===== src/rtl/dpll_lc_pkg.sv =====
package dpll_lc_pkg;

    localparam int LC_CODE_W_DEF = 4;

    typedef enum logic {
        LC_DOWN = 1'b0,
        LC_UP   = 1'b1
    } lc_dir_e;

    typedef struct packed {
        logic carry;
        logic borrow;
    } lc_pulse_t;

    // Widest counter reachable with a code of the given width.
    function automatic int lc_cnt_width(input int code_w);
        return (1 << code_w) + 1;
    endfunction

    // Active stage count for a code value; zero means parked.
    function automatic int lc_stages(input int code);
        return (code == 0) ? 0 : code + 2;
    endfunction

endpackage


===== src/rtl/lc_len_decode.sv =====
module lc_len_decode
    import dpll_lc_pkg::*;
#(
    parameter int CODE_W = 4,
    parameter int CNT_W  = 17
) (
    input  logic [CODE_W-1:0] code,
    output logic              active,
    output logic [CNT_W-1:0]  top,
    output logic [CNT_W-1:0]  mid
);
    localparam int SW = CODE_W + 2;

    logic [SW-1:0] stages;

    assign stages = SW'(lc_stages(int'(code)));
    assign active = (code != '0);

    // One mask bit per stage: set when that stage is inside the length.
    for (genvar i = 0; i < CNT_W; i++) begin : g_mask
        assign top[i] = (stages > SW'(i));
    end

    // The midpoint is the highest active stage alone.
    assign mid = top ^ (top >> 1);

endmodule


===== src/rtl/lc_step_logic.sv =====
module lc_step_logic
    import dpll_lc_pkg::*;
#(
    parameter int CNT_W = 17
) (
    input  logic [CNT_W-1:0] cur,
    input  logic [CNT_W-1:0] top,
    input  logic             active,
    input  logic             en,
    input  lc_dir_e          dir,
    output logic [CNT_W-1:0] nxt,
    output lc_pulse_t        pulse
);
    logic [CNT_W-1:0] fitted;

    always_comb begin
        fitted = cur & top;
        nxt    = fitted;
        pulse  = '0;
        if (active && en) begin
            if (dir == LC_UP) begin
                if (fitted == top) begin
                    nxt         = '0;
                    pulse.carry = 1'b1;
                end else begin
                    nxt = fitted + 1'b1;
                end
            end else begin
                if (fitted == '0) begin
                    nxt          = top;
                    pulse.borrow = 1'b1;
                end else begin
                    nxt = fitted - 1'b1;
                end
            end
        end
    end

endmodule


===== src/rtl/lc_state_reg.sv =====
module lc_state_reg
    import dpll_lc_pkg::*;
#(
    parameter int CNT_W = 17
) (
    input  logic             clk,
    input  logic             rst,
    input  logic [CNT_W-1:0] mid,
    input  logic [CNT_W-1:0] nxt,
    input  lc_pulse_t        pulse_d,
    output logic [CNT_W-1:0] cnt_q,
    output lc_pulse_t        pulse_q
);
    always_ff @(posedge clk) begin
        if (rst) begin
            cnt_q   <= mid;
            pulse_q <= '0;
        end else begin
            cnt_q   <= nxt;
            pulse_q <= pulse_d;
        end
    end

endmodule


===== src/rtl/dpll_loop_counter.sv =====
module dpll_loop_counter
    import dpll_lc_pkg::*;
#(
    parameter  int CODE_W = LC_CODE_W_DEF,
    localparam int CNT_W  = lc_cnt_width(CODE_W)
) (
    input  logic              clk,
    input  logic              rst,
    input  logic              cnt_en,
    input  logic              dir_up,
    input  logic [CODE_W-1:0] len_code,
    output logic              carry_o,
    output logic              borrow_o
);
    logic             active;
    logic [CNT_W-1:0] top_mask;
    logic [CNT_W-1:0] mid_val;
    logic [CNT_W-1:0] cnt_q;
    logic [CNT_W-1:0] cnt_d;
    lc_pulse_t        pulse_d;
    lc_pulse_t        pulse_q;

    lc_len_decode #(.CODE_W(CODE_W), .CNT_W(CNT_W)) u_decode (
        .code   (len_code),
        .active (active),
        .top    (top_mask),
        .mid    (mid_val)
    );

    lc_step_logic #(.CNT_W(CNT_W)) u_step (
        .cur    (cnt_q),
        .top    (top_mask),
        .active (active),
        .en     (cnt_en),
        .dir    (lc_dir_e'(dir_up)),
        .nxt    (cnt_d),
        .pulse  (pulse_d)
    );

    lc_state_reg #(.CNT_W(CNT_W)) u_state (
        .clk     (clk),
        .rst     (rst),
        .mid     (mid_val),
        .nxt     (cnt_d),
        .pulse_d (pulse_d),
        .cnt_q   (cnt_q),
        .pulse_q (pulse_q)
    );

    assign carry_o  = pulse_q.carry;
    assign borrow_o = pulse_q.borrow;

endmodule


===== config.mk =====
export PLATFORM = sky130hd
export DESIGN_NAME = dpll_loop_counter
export DESIGN_NICKNAME = d
export VERILOG_FILES = /design/src/rtl/dpll_lc_pkg.sv /design/src/rtl/lc_len_decode.sv /design/src/rtl/lc_step_logic.sv /design/src/rtl/lc_state_reg.sv /design/src/rtl/dpll_loop_counter.sv
export SDC_FILE = /design/constraint.sdc
export NUM_CORES = 1
export LEC_CHECK = 0
export ABC_AREA = 1
export BUFFER_PORTS_ARGS = -buffer_cell sky130_fd_sc_hd__buf_2
export CORE_MARGIN = 1
export CORE_UTILIZATION = 57
export DETAILED_ROUTE_END_ITERATION = 16
export GPL_ROUTABILITY_DRIVEN = 0
export PLACE_DENSITY = 0.77
export SLEW_MARGIN = 0
export SYNTH_ARGS = -nofsm -noshare
export SYNTH_HDL_FRONTEND = slang
export SYNTH_SLANG_ARGS = --single-unit

===== constraint.sdc =====
create_clock -name clk -period 2.23 [get_ports clk]
set_input_delay 0.1115 -clock clk [delete_from_list [all_inputs] [get_ports clk]]
set_output_delay 0.1115 -clock clk [all_outputs]
set_load 0.02 [all_outputs]

# Word level (Yosys, flattened, before mapping)

Cells that the tools add are included.

Input bits: 8
Output and inout port bits: 2
Register bits: 19
Logic and storage cells: 42

$lt $le $gt $ge: 17
Add/subtract/negate cells: 3
Multiplexer cells: 8
Eq/ne operators: 1
Reductions and logical operators: 6
Bitwise operators: 4

Operators with widths:

| cell                    | count |
|---|---|
| $mux W17                | 5 |
| $gt A6 B4 Y1 const B    | 8 |
| $gt A6 B3 Y1 const B    | 4 |
| $add A17 B1 Y17 const B | 1 |
| $and A17 B17 Y17        | 1 |
| $eq A17 B17 Y1          | 1 |
| $logic_not A17 Y1       | 1 |
| $sub A17 B1 Y17 const B | 1 |
| $xor A17 B16 Y17        | 1 |
| $gt A6 B1 Y1 const B    | 2 |
| $gt A6 B2 Y1 const B    | 2 |
| $gt A6 B5 Y1 const B    | 1 |
| $mux W6                 | 1 |
| $reduce_or A3 Y1        | 2 |
| $add A4 B2 Y5 const B   | 1 |
| $logic_not A4 Y1        | 1 |
| $reduce_bool A4 Y1      | 1 |
| $mux W1                 | 2 |
| $not A1 Y1              | 2 |
| $logic_and A1 B1 Y1     | 1 |

# Longest topological paths before layout

Gate-level depths: netlist (run 1).

Depth after elaboration: 9
Depth in mapped cells: 20
Gate-level depth less buffers: 20

# By module

Synthesis (run 1) repeated with hierarchy kept, for this count alone.

Cell total of the unflattened synthesis: 539
Area, all modules: 2796.4 um2

By module, submodules not included:

| module        | cells an instance | instances | seq. area each (um2) | area an instance (um2) |
|---|---|---|---|---|
| lc_step_logic | 383               | 1         | 0.0                  | 1714.1 |
| lc_state_reg  | 78                | 1         | 380.4                | 633.1 |
| lc_len_decode | 78                | 1         | 0.0                  | 449.2 |

# Worst setup path after synthesis (run 1)

Ideal clock, no wire load.

Path kind: input to register
Start: input len_code[1]
End: register u_state.cnt_q[12]
Data required time: 2.114 ns
Setup slack: 0.113 ns
Buffers on the path: 0
Setup time: 0.116 ns
Data arrival time: 2.001 ns
Cell stages on the path: 18
Path through: ha_1 -> inv_1 -> nand2_1 -> nand2_2 -> nand2_4 -> nand4_1 -> nand2_1 -> inv_1 -> ha_1 -> inv_1 -> nor3_4 -> nand3_1 -> nor2_1 -> nand3_1 -> nand3_1 -> nand3_1 -> nand2_1 -> nand2_1

Cells in the longest elaborated chain, start to end: 9
Elaborated cells on any way between the ends: 33
Those cells by class: add/sub: 3; order compare: 17; eq/ne: 1; mux: 6; bitwise: 2; reduce/logical: 4

Ends and longest elaborated chain:

| item                                              | RTL line                                 | text |
|---|---|---|
| start, declared                                   | dpll_loop_counter.sv:11                  | `input logic [CODE_W-1:0] len_code,` |
| $add A4 B2 Y5 or $logic_not A4 Y1 (tied branches) | dpll_lc_pkg.sv:22                        | `return (code == 0) ? 0 : code + 2;` |
| $mux W6                                           | dpll_lc_pkg.sv:22                        |  |
| $gt A6 B1 Y1, or another cell as far along        | lc_len_decode.sv:21                      | `assign top[i] = (stages > SW'(i));` |
| $and A17 B17 Y17                                  | lc_step_logic.sv:17                      | `fitted = cur & top;` |
| $sub A17 B1 Y17, or another cell as far along     | lc_step_logic.sv:33                      | `nxt = fitted - 1'b1;` |
| $mux W17, on equally long branches                | lc_step_logic.sv:29, lc_step_logic.sv:22 |  |
| $mux W17                                          | lc_step_logic.sv:21                      | `if (dir == LC_UP) begin` |
| $mux W17                                          | lc_step_logic.sv:20                      | `if (active && en) begin` |
| $mux W17 *                                        | lc_state_reg.sv:15                       | `if (rst) begin` |
| end signal, assigned                              | lc_state_reg.sv:16                       | `cnt_q <= mid;` |
| end signal, assigned                              | lc_state_reg.sv:19                       | `cnt_q <= nxt;` |
| end, declared                                     | lc_state_reg.sv:11                       | `output logic [CNT_W-1:0] cnt_q,` |

Every way passes the cells marked *; elsewhere a longest branch is shown, timed or not.
A chain may end at the register's enable or synchronous reset.

# Worst setup path in the final report (run 1)

Start: input len_code[2]
End: register u_state.cnt_q[16]

Same word-level chain as after synthesis.

==> metrics.yaml, run 1 <==
switching_share: 0.4570
ys_seq_elements: 19
synth_edf_count: 0
r2r-start: "u_state.cnt_q[13]$_DFF_P_"
synth_nets: 474
holdPathStages: 3
required_ps: 2400
antenna_found_initial: 0
slew_viol_final: 0
rows: 24
ff2ff_setup_slack_ps: 210
cts_tree: "built"
max_freq_mhz: 460.2
status: "completed"
nets: 572
worst_skew_pair.late_latency_ps: 270
tightest_slew_ps: 463.1
cts.path.max_buffers: 2
grt_max_degree: 26
arrival_ps: 2340
reg2reg_depth: 14
drive_above_1_share: 0.3071
die_w_um: 69.21
grt_pass1_wl_mm: 15.15
seqPwrFrac: 0.232
synth-main-ff-cell: "dfxtp_1"
finalSetupViolCount: 0
drv_cap: 0
start_util: 0.5914
synth_warnings: 0
critical_path.max_fanout: 5
root_buffer: "clkbuf_8"
p_switching_mw: 0.8088
syn_avg_cell_area_um2: 5.561
finalPower_mw: 1.770
start_kind: "input pin"
fin_crit_ps: 2173
yosys.area.top_type: "nand2_1"
routed-via-count: 3666
hold_class: "input pin to register"
clkTransAtPathRegs_ps: 90
synthArstFlopShare: 0
synth_cells: 463
ys_types: 36
gr-total-overflow: 0
maxSlewHeadroom: 0.6909
end_kind: "register"
n_antenna_cell: 0
rsz0062_at_grt: "true"
leakagePower_nw: 1.920
path_class: "input pin to register"
synth_most_common_cell: "nand2_1"
routedWlPerCell_um: 15.87
multi_input_area_um2: 1982
fin_skew_ps: 5.931
dieArea_um2: 4790
setup_tns_ps: 0
clockPowerShare: 0.152
area_growth_pct: 35.23
vdd_drop_max_uv: 382.9
min_to: "u_state.cnt_q[2]$_DFF_P_"
r2r_end: "u_state.cnt_q[16]$_DFF_P_"
drtIter0Drc: 473
synth_top_area_frac: 0.1910
yosys-top-cells-count: "nand2_1, nand3_1, inv_1, nor2_1, a21oi_1"
io_buffers: 9
avgViaCountPerCell: 5.990
combPwrFrac: 0.616
groute.usage.overall: 0.3949
synthTopCellsByArea: "nand2_1, dfxtp_1, nand3_1, inv_1, nor2_1"
ant_nets: 0
drt_pass1_iterations: 6
fin_crit_sh: 0.9744
hold_viol: 0
htreeDepth: 1
grt_pass1_vias: 3316
mappedNetlistArea_um2: 2575
clock_sinks: 19
yosysSeqAreaShare: 0.1477
remaining_drc_errors: 0
hpwlAfterDp_mm: 7.282
fp.coreArea_um2: 4354
wirelength_mm: 9.714
p_int_mw: 0.9608
power_density_nw_per_um2: 508.2
pin_count: 10
num-fill-cells: 342
min-delay-start: "rst"
die_height_um: 69.21
regArea_um2: 380.4
cts_made_buffers: 3
[registers in the layout (all words and copies together), names as in the netlist]
signal           count
u_state.pulse_q      2
u_state.cnt_q       17
[cell usage in the layout, fill, tap and decap left out, drive strengths merged, types with 3 or more instances in the layout]
master  synthesis  routed
o31ai           3       3
nand3b          3       3
nor3           10      10
nand2         151     151
o21ai          21      21
o211ai          5       5
inv            62      62
ha              3       3
clkbuf          6       4
nor2           54      54
nand4          13      13
a21oi          25      25
nand3          71      71
dfxtp          19      19
xor2            7       7
buf             5     104
[layer usage]
| layer | wire, µm | part of all wire | track usage | vias to the layer above |
|---|---|---|---|---|
| met5 | 0 | 0 | 0 | - |
| met2 | 4248 | 0.44 | 0.6246 | 279 |
| met4 | 583 | 0.060 | 0.2018 | 0 |
| met3 | 1257 | 0.13 | 0.09738 | 67 |
| li1 | - | - | - | 1700 |
| met1 | 3625 | 0.37 | 0.4960 | 1620 |
[worst max-delay path by stage]
| stage | slack [ps] | endpoint | cells past startpoint | start |
|---|---|---|---|---|
| final | 60 | u_state.cnt_q[16]$_DFF_P_ | 18 | len_code[2] |
| after global routing | -70 | u_state.cnt_q[16]$_DFF_P_ | 19 | len_code[2] |
| after CTS | 60 | u_state.cnt_q[12]$_DFF_P_ | 19 | len_code[1] |
| after detailed placement | -230 | u_state.cnt_q[12]$_DFF_P_ | 19 | len_code[1] |
| after global placement | -170 | u_state.cnt_q[12]$_DFF_P_ | 19 | len_code[1] |
| after floorplan | 110 | u_state.cnt_q[12]$_DFF_P_ | 18 | len_code[1] |
[power by group through the flow]
stage	sequential [mW]	clock [mW]	combinational, mW
2_1_floorplan	0.410	0	0.613
3_5_place_dp	0.416	0	1.01
5_1_grt	0.413	0.289	1.18
3_3_place_gp	0.414	0	0.987
6_report	0.410	0.270	1.09
4_1_cts	0.408	0.270	1.01
[stage by stage]
step / util / setup WS (ps) / cell area [µm²] / std cells / hold slack (ps)
finish: 0.7997 / 57.05 / 3482 / 612 / 155.9
detailed placement: 0.7575 / -234.1 / 3298 / 600 / 431.0
global placement: 0.7575 / -165.6 / 3298 / 600 / 418.9
CTS: 0.7678 / 55.80 / 3343 / 604 / 154.1
global route: 0.7997 / -74.45 / 3482 / 612 / 158.8
floorplan: - / 113.1 / 2575 / 463 / 265.4
[critical path, stage by stage]
cell     delay [ps]
buf_2           130
nor2_2          170
nand2_2         130
nand3_1         180
nand2_1         110
inv_2           100
nand2_2         110
nand2_4         110
nand2_2          90
nor2_4          140
nand2_2         100
buf_4           150
o21ai_1         170
nand2_1         110
o21ai_1         190
nand3_2         110
nand2_1          80
nand2_1          60
[cell families after synthesis]
kind of cell / Yosys count / synth area share
AND/OR/NAND/NOR: 305 / 0.5768
buffers and inverters: 74 / 0.1122
AO/OA/AOI/OAI: 54 / 0.1215
flip-flops: 19 / 0.1477
XOR/XNOR: 8 / 0.02721
adder cells (fa/ha/maj): 3 / 0.01458
[layout make-up]
cell class / count / share of cell area
multi-input combinational: 370 / 0.5692
timing repair buffer: 104 / 0.2221
sequential: 19 / 0.1092
inverter: 63 / 0.06791
tap: 52 / 0.01868
clock buffer: 4 / 0.01294
[what timing repair did]
action / in CTS / in global routing
hold endpoints to repair: 0 / 0
setup endpoints to repair: 0 / 15
setup buffers: 0 / 8
hold buffers: 0 / 0
resized for setup: 0 / 22
Note: power is estimated with default switching activity, not from simulation.
==> run 2, diff against run 1 <==
- CORE_UTILIZATION: 57 -> 58
- PLACE_DENSITY: 0.77 -> not set
- PLACE_DENSITY_LB_ADDON: not set -> 0.15
- SYNTH_HIERARCHICAL: not set -> 1
==> metrics.yaml, run 2 <==
critPathMaxStageDelay_ps: 270  # +80 ps
min-delay-start: "rst"
drtIter0Drc: 815  # +72%
grt_pass1_vias: 3426  # +3.3%
yosysSeqAreaShare: 0.1360  # -0.01170
remaining_drc_errors: 0  # unchanged
synthArstFlopShare: 0  # unchanged
ff2ff_setup_slack_ps: 290  # +80 ps
synth_most_common_cell: "nand2_1"
top_regs: "u_state/cnt_q (17), u_state/pulse_q (2)"
hpwlAfterDp_mm: 7.171  # -1.5%
maxSlewHeadroom: 0.6344  # -0.05650
syn_avg_cell_area_um2: 5.188  # -6.7%
grt_max_degree: 24  # -7.7%
area_growth_pct: 36.69
path_cells: "buf_2 > buf_6 > buf_6 > clkinvlp_4 > o21ai_4 > nand2_2 > nand2_2 > ha_4 > nand2_2 > nor2_4 > nand2_4 > nor2_8 > buf_12 > a21oi_1 > nand2_1 > nand2_1 > nand2_1 > nand2_1 > nand2_1 > nand2_1"
status: "complete, but fails checks"
hold_viol: 0  # unchanged
fin_crit_ps: 2362  # +188.8 ps
holdPathStages: 2  # -1
finalSetupViolCount: 14  # +14
start_kind: "input pin"
setup_tns_ps: -489.9  # -489.9 ps
required_ps: 2390  # about the same
path_buf_inv: 5  # +2
critical_path.most_common_cell: "nand2_1"
n_antenna_cell: 0  # unchanged
worst_skew_pair.late_latency_ps: 260  # about the same
min_to: "u_state/pulse_q[0]$_SDFF_PP0_"
io_buffers: 9  # unchanged
yosys-top-cells-count: "nand2_1, inv_1, nor2_1, nand3_1, nand2_2"
clkTransAtPathRegs_ps: 80  # about the same
clock_sinks: 19  # unchanged
setup_slack_ps: -131.8  # -188.8 ps
synth_warnings: 6  # +6
cts.path.max_buffers: 2  # unchanged
nets: 642  # +12%
drive_above_1_share: 0.3011  # -0.006034
fin_skew_ps: 5.114  # -0.8176 ps
placed_cells: 669  # +12%
die_w_um: 71.44  # +3.2%
start_util: 0.6208  # +0.02945
multi_input_area_um2: 2222  # +12%
grt_pass1_wl_mm: 15.28  # +0.91%
layout_common_cells: "nand2_1, buf_4, inv_1"
vdd_drop_max_uv: 449.9  # +18%
fp.coreArea_um2: 4504  # +3.4%
violations: "negative setup slack"
path_class: "input pin to register"
reg2reg_depth: 14  # unchanged
cp.depth: 20  # +2
leakagePower_nw: 2.202  # +15%
drt_pass1_iterations: 8  # +2
hold_class: "input pin to register"
fin_crit_sh: 1.059  # +0.08467
synth_edf_count: 0  # unchanged
rsz0062_at_grt: "true"
htreeDepth: 1  # unchanged
antenna_found_initial: 0  # unchanged
critical_path.max_fanout: 6  # +1
ant_nets: 0  # unchanged
synth_cells: 539  # +16%
r2r_end: "u_state/cnt_q[9]$_DFF_P_"
routedWlPerCell_um: 17.48  # +10%
place_ws_ps: -412.4  # -178.3 ps
mappedNetlistArea_um2: 2796  # +8.6%
wirelength_mm: 11.94  # +23%
cp_slowest_cell: "o21ai_4"
tightest_slew_ps: 547.7  # +84.65 ps
groute.usage.overall: 0.3805  # -0.01441
top_register: "u_state/cnt_q"
regArea_um2: 380.4  # unchanged
synth_nets: 549  # +16%
ys_types: 30  # -17%
ys_seq_elements: 19  # unchanged
cts_tree: "built"
synth-main-ff-cell: "dfxtp_1"
synth_top_area_frac: 0.3101  # +0.1191
num-fill-cells: 258  # -25%
rows: 24  # unchanged
pin_count: 10  # unchanged
power_density_nw_per_um2: 527.3  # +3.8%
cts_made_buffers: 3  # unchanged
stdcell_count: 683  # +12%
root_buffer: "clkbuf_8"
routed-via-count: 4149  # +13%
dieArea_um2: 5103  # +6.5%
largest_reg_flops: 17  # unchanged
synthTopCellsByArea: "nand2_1, dfxtp_1, inv_1, nor2_1, nand3_1"
critPathTopFamily: "simple AND/OR/NAND/NOR gates"
arrival_ps: 2520  # +180 ps
final_common_cell: "nand2_1"
avgViaCountPerCell: 6.075  # +1.4%
end_kind: "register"
gr-total-overflow: 0  # unchanged
die_height_um: 71.44  # +3.2%
yosys.area.top_type: "nand2_1"
drv_cap: 0  # unchanged
r2r-start: "u_state/cnt_q[1]$_DFF_P_"
max_freq_mhz: 423.4  # -8.0%
slew_viol_final: 0  # unchanged
run 2: cell count changes after synthesis, moves of 4 or more:
cell	change
inv_1	+19
buf_6	+4
xor2_1	-7
nand3_1	-25
nor2_1	+16
inv_2	-4
nand2_2	+4
a21oi_1	-12
o21ai_1	-7
nand2_1	+100
run 2: power by group:
part	leakage [nW]	internal (mW)	total [mW]	switching, mW
logic	2.02	0.522	1.36	0.834
registers	0.156	0.376	0.405	0.0289
clock network	0.0255	0.125	0.254	0.130
run 2: stage by stage:
step,total power [mW],hold WS [ps],utilization,instance area (µm²)
after detailed placement,1.489,523.9,0.7669,3455
after floorplan,1.131,279.8,-,2805
after CTS,1.744,255.9,0.7783,3506
final,2.015,272.3,0.8486,3822
after global placement,1.470,515.4,0.7669,3455
after global routing,2.110,283.9,0.8486,3822
run 2: metal layers:
metal / global-route usage / vias to the layer above / routed length [µm]
met5: 0 / - / 0
li1: - / 1830 / -
met2: 0.6085 / 413 / 5009
met3: 0.06892 / 143 / 1712
met4: 0.1556 / 0 / 1068
met1: 0.5056 / 1763 / 4150
run 2: worst max path at each step:
stage                           start                         to  slack (ps)
after floorplan           len_code[1]   u_state/cnt_q[8]$_DFF_P_          40
after global placement    len_code[2]  u_state/cnt_q[12]$_DFF_P_        -250
after detailed placement  len_code[2]  u_state/cnt_q[12]$_DFF_P_        -410
after CTS                 len_code[2]  u_state/cnt_q[12]$_DFF_P_          40
after global routing      len_code[2]   u_state/cnt_q[2]$_DFF_P_        -200
final                     len_code[1]   u_state/cnt_q[9]$_DFF_P_        -130
run 2: worst reg2reg max path, cell delays in order (launching register included):
cell	delay (ps)
dfxtp_1	330
nand2_2	140
ha_4	170
nand2_2	80
nor2_4	120
nand2_4	80
nor2_8	180
buf_12	140
a21oi_1	90
nand2_1	120
nand2_1	70
nand2_1	60
nand2_1	90
nand2_1	90
nand2_1	70
run 2: logic make-up (layout without fill, tap and decap cells):
logic type / after synthesis / count (layout) / synth area share
flip-flops: 19 / 19 / 0.1360
AND/OR/NAND/NOR: 396 / 397 / 0.6492
AO/OA/AOI/OAI: 30 / 30 / 0.05638
buffers and inverters: 92 / 183 / 0.1494
adder cells (fa/ha/maj): 2 / 2 / 0.008947
run 2: cell type report:
type                       count  share of cell area
clock inverter                 1            0.001309
timing repair buffer         100              0.2088
sequential                    19             0.09951
tap                           52             0.01702
multi-input combinational    429              0.5813
inverter                      79             0.08118
clock buffer                   3             0.01080
run 2: repair_timing:
action	CTS	global route
hold buffers	0	0
buffers inserted	0	8
pin swaps	0	33
endpoints found under the setup margin	5	17
cloned	0	2
resized for setup	3	62
hold endpoints to repair	0	0
==> run 3, diff against run 2 <==
- clock period: 2.23 -> 1.9 ns (I/O delays scaled with it)
==> metrics.yaml, run 3 <==
start_util: 0.6208  # unchanged
status: "did not finish"
synth-main-ff-cell: "dfxtp_1"
mappedNetlistArea_um2: 2796  # unchanged
root_buffer: "clkbuf_8"
synth_cells: 539  # unchanged
gr-total-overflow: 415
die_height_um: 71.44  # unchanged
synth_top_area_frac: 0.3101  # unchanged
ys_seq_elements: 19  # unchanged
yosys.area.top_type: "nand2_1"
rows: 24  # unchanged
synthArstFlopShare: 0  # unchanged
place_ws_ps: -592.8  # -180.3 ps
firstError: "[ERROR GRT-0232] Routing congestion too high. Check the congestion heatmap in the GUI."
yosysSeqAreaShare: 0.1360  # unchanged
die_w_um: 71.44  # unchanged
stop_stage: "5_1_grt"
synth_edf_count: 0  # unchanged
cts_made_buffers: 3  # unchanged
syn_avg_cell_area_um2: 5.188  # unchanged
postCtsHoldBufs: 0  # unchanged
ys_types: 30  # unchanged
yosys-top-cells-count: "nand2_1, inv_1, nor2_1, nand3_1, nand2_2"
clock_sinks: 19  # unchanged
synth_most_common_cell: "nand2_1"
io_buffers: 9  # unchanged
synth_nets: 549  # unchanged
pin_count: 10  # unchanged
hpwlAfterDp_mm: 7.898  # +10%
groute.usage.overall: 0.9518
synth_warnings: 6  # unchanged
cts.path.max_buffers: 2  # unchanged
htreeDepth: 1  # unchanged
synthTopCellsByArea: "nand2_1, dfxtp_1, inv_1, nor2_1, nand3_1"
grt_max_degree: 21
==> run 3: per-stage QoR <==
| step | hold slack (ps) | utilization | std cells | area, µm² |
|---|---|---|---|---|
| floorplan | 263.3 | - | 539 | 2918 |
| global placement | 484.2 | 0.8086 | 684 | 3642 |
| detailed placement | 494.1 | 0.8086 | 684 | 3642 |
| CTS | 221.7 | 0.8664 | 698 | 3902 |
==> run 3: what timing repair did <==
action	4_1_cts
buffers inserted	11
resized for setup	38
gates cloned	0
setup endpoints to repair	19
pin swaps	46
==> run 3: routing by layer <==
metal,overflow,global-route usage
met2,313,1.305
met4,99,1.118
met3,0,0.6470
met5,0,0.08081
met1,3,0.8610
==> run 3: cell families after synthesis <==
group                      share of synthesized area
and+or+nand+nor                               0.6492
adders and majority gates                   0.008947
AOI/OAI and AO/OA                            0.05638
buffers and inverters                         0.1494
DFF                                           0.1360
==> run 4, diff against run 3 <==
- CORE_UTILIZATION: 58 -> 40
- clock period: 1.9 -> 2.47 ns (I/O delays scaled with it)
==> metrics.yaml, run 4 (synthesized netlist as in run 2, its figures left out) <==
status: "completed"
largest_reg_flops: 17
root_buffer: "clkbuf_8"
worstSetupStartpoint: "len_code[1]"
slew_viol_final: 0
min-delay-start: "len_code[0]"
placed_cells: 674  # -1.5%
num-fill-cells: 734
end_kind: "register"
maxSlewHeadroom: 0.6193
r2r-start: "u_state/cnt_q[0]$_DFF_P_"
io_buffers: 9  # unchanged
routedWlPerCell_um: 13.66
fin_area_um2: 3387
grt_max_degree: 24
critPathMaxStageDelay_ps: 220
area_growth_pct: 21.12
vdd_drop_max_uv: 239.7
path_cells: "buf_2 > ha_1 > nand2_1 > nand2_4 > nand2_8 > buf_4 > o21ai_0 > buf_4 > nand2_2 > nand2_1 > nor2_4 > nand2_4 > nor2_8 > buf_12 > nor2_1 > nor2_1 > nor2_1 > a21oi_1 > nand2_1 > nand2_1"
critical_path.max_fanout: 9
clkTransAtPathRegs_ps: 80
crit_end: "u_state/cnt_q[5]$_DFF_P_"
critPathTopFamily: "simple AND/OR/NAND/NOR gates"
rows: 30  # +25%
avgViaCountPerCell: 5.066
postCtsHoldBufs: 0  # unchanged
top_register: "u_state/cnt_q"
start_kind: "input pin"
antenna_found_initial: 0
fin_crit_sh: 0.9186
cp.depth: 20
ff2ff_setup_slack_ps: 620
path_class: "input pin to register"
ant_nets: 0
drt_pass1_iterations: 6
tightest_slew_ps: 570.4
holdWs_ps: 250.4
fin_skew_ps: 5.979
drive_above_1_share: 0.2137
r2r_end: "u_state/cnt_q[8]$_DFF_P_"
cts_tree: "built"
pin_count: 10  # unchanged
fin_crit_ps: 2269
path_buf_inv: 4
htreeDepth: 1  # unchanged
remaining_drc_errors: 0
critical_path.most_common_cell: "nand2_1"
cts_made_buffers: 3  # unchanged
finalSetupViolCount: 0
layout_common_cells: "nand2_1, inv_1, buf_4"
hpwlAfterDp_mm: 7.441  # -5.8%
fp.coreArea_um2: 6756
drtIter0Drc: 362
cp_slowest_cell: "ha_1"
n_antenna_cell: 0
drv_cap: 0
stdcell_count: 679
die_height_um: 85.61  # +20%
wirelength_mm: 9.276
dpl-instance-area_um2: 3308  # -9.2%
worst_skew_pair.late_latency_ps: 260
final_common_cell: "nand2_1"
routed-via-count: 3440
reg2reg_depth: 13
max_freq_mhz: 440.7
leakagePower_nw: 1.973
clock_sinks: 19  # unchanged
nets: 610
power_density_nw_per_um2: 456.4
grt_pass1_vias: 3123
dieArea_um2: 7329
grt_pass1_wl_mm: 15.24
gr-total-overflow: 0
arrival_ps: 2470
start_util: 0.4139  # -0.2069
cts.path.max_buffers: 2  # unchanged
groute.usage.overall: 0.2631
required_ps: 2670
hold_class: "input pin to register"
die_w_um: 85.61  # +20%
hold_viol: 0
top_regs: "u_state/cnt_q (17), u_state/pulse_q (2)"
## run 4: per-layer routing
metal	vias up	GRT usage	part of all wire
met2	125	0.4335	0.45
met3	18	0.01540	0.045
met4	0	0.08939	0.027
li1	1768	-	-
met1	1529	0.3654	0.48
met5	-	0	0
## run 4: worst min path at each step
stage	end	slack, ps	depth (start not counted)
after global placement	u_state/pulse_q[1]$_SDFF_PP0_	520	2
after global routing	u_state/cnt_q[9]$_DFF_P_	280	4
after floorplan	u_state/cnt_q[9]$_DFF_P_	290	3
after CTS	u_state/cnt_q[9]$_DFF_P_	240	4
final	u_state/cnt_q[9]$_DFF_P_	250	4
after detailed placement	u_state/cnt_q[9]$_DFF_P_	530	4
## run 4: per-stage QoR
stage               utilization  power (mW)  setup TNS [ps]  setup WS, ps
global placement         0.4896       1.303          -37.23        -33.27
CTS                      0.4963       1.532               0         224.8
detailed placement       0.4896       1.302          -182.2        -47.74
global route             0.5013       1.677          -16.16        -16.16
finish                   0.5013       1.546               0         201.0
floorplan                     -       1.019               0         95.71
## run 4: final cells by class
cell class | count | area [µm²] | share of cell area
Sequential cell | 19 | 380.4 | 0.1123
Inverter | 79 | 307.8 | 0.09088
Clock buffer | 4 | 45.04 | 0.01330
Tap cell | 80 | 100.1 | 0.02955
Timing Repair Buffer | 69 | 533.0 | 0.1574
Multi-Input combinational cell | 428 | 2021 | 0.5966
## run 4: what timing repair did
item / CTS / global route
resized for setup: 0 / 11
buffers inserted: 0 / 1
endpoints found under the setup margin: 0 / 7
## run 4: worst reg2reg max path: cells and delay by family, from the launching register on
family	cells	cell delay [ps]
simple gates	10	990
buf+inv	3	390
flops	1	380
## run 4: power by group
part           internal [mW]  switching [mW]
clock                  0.115           0.109
combinational          0.372           0.589
sequential             0.340          0.0221
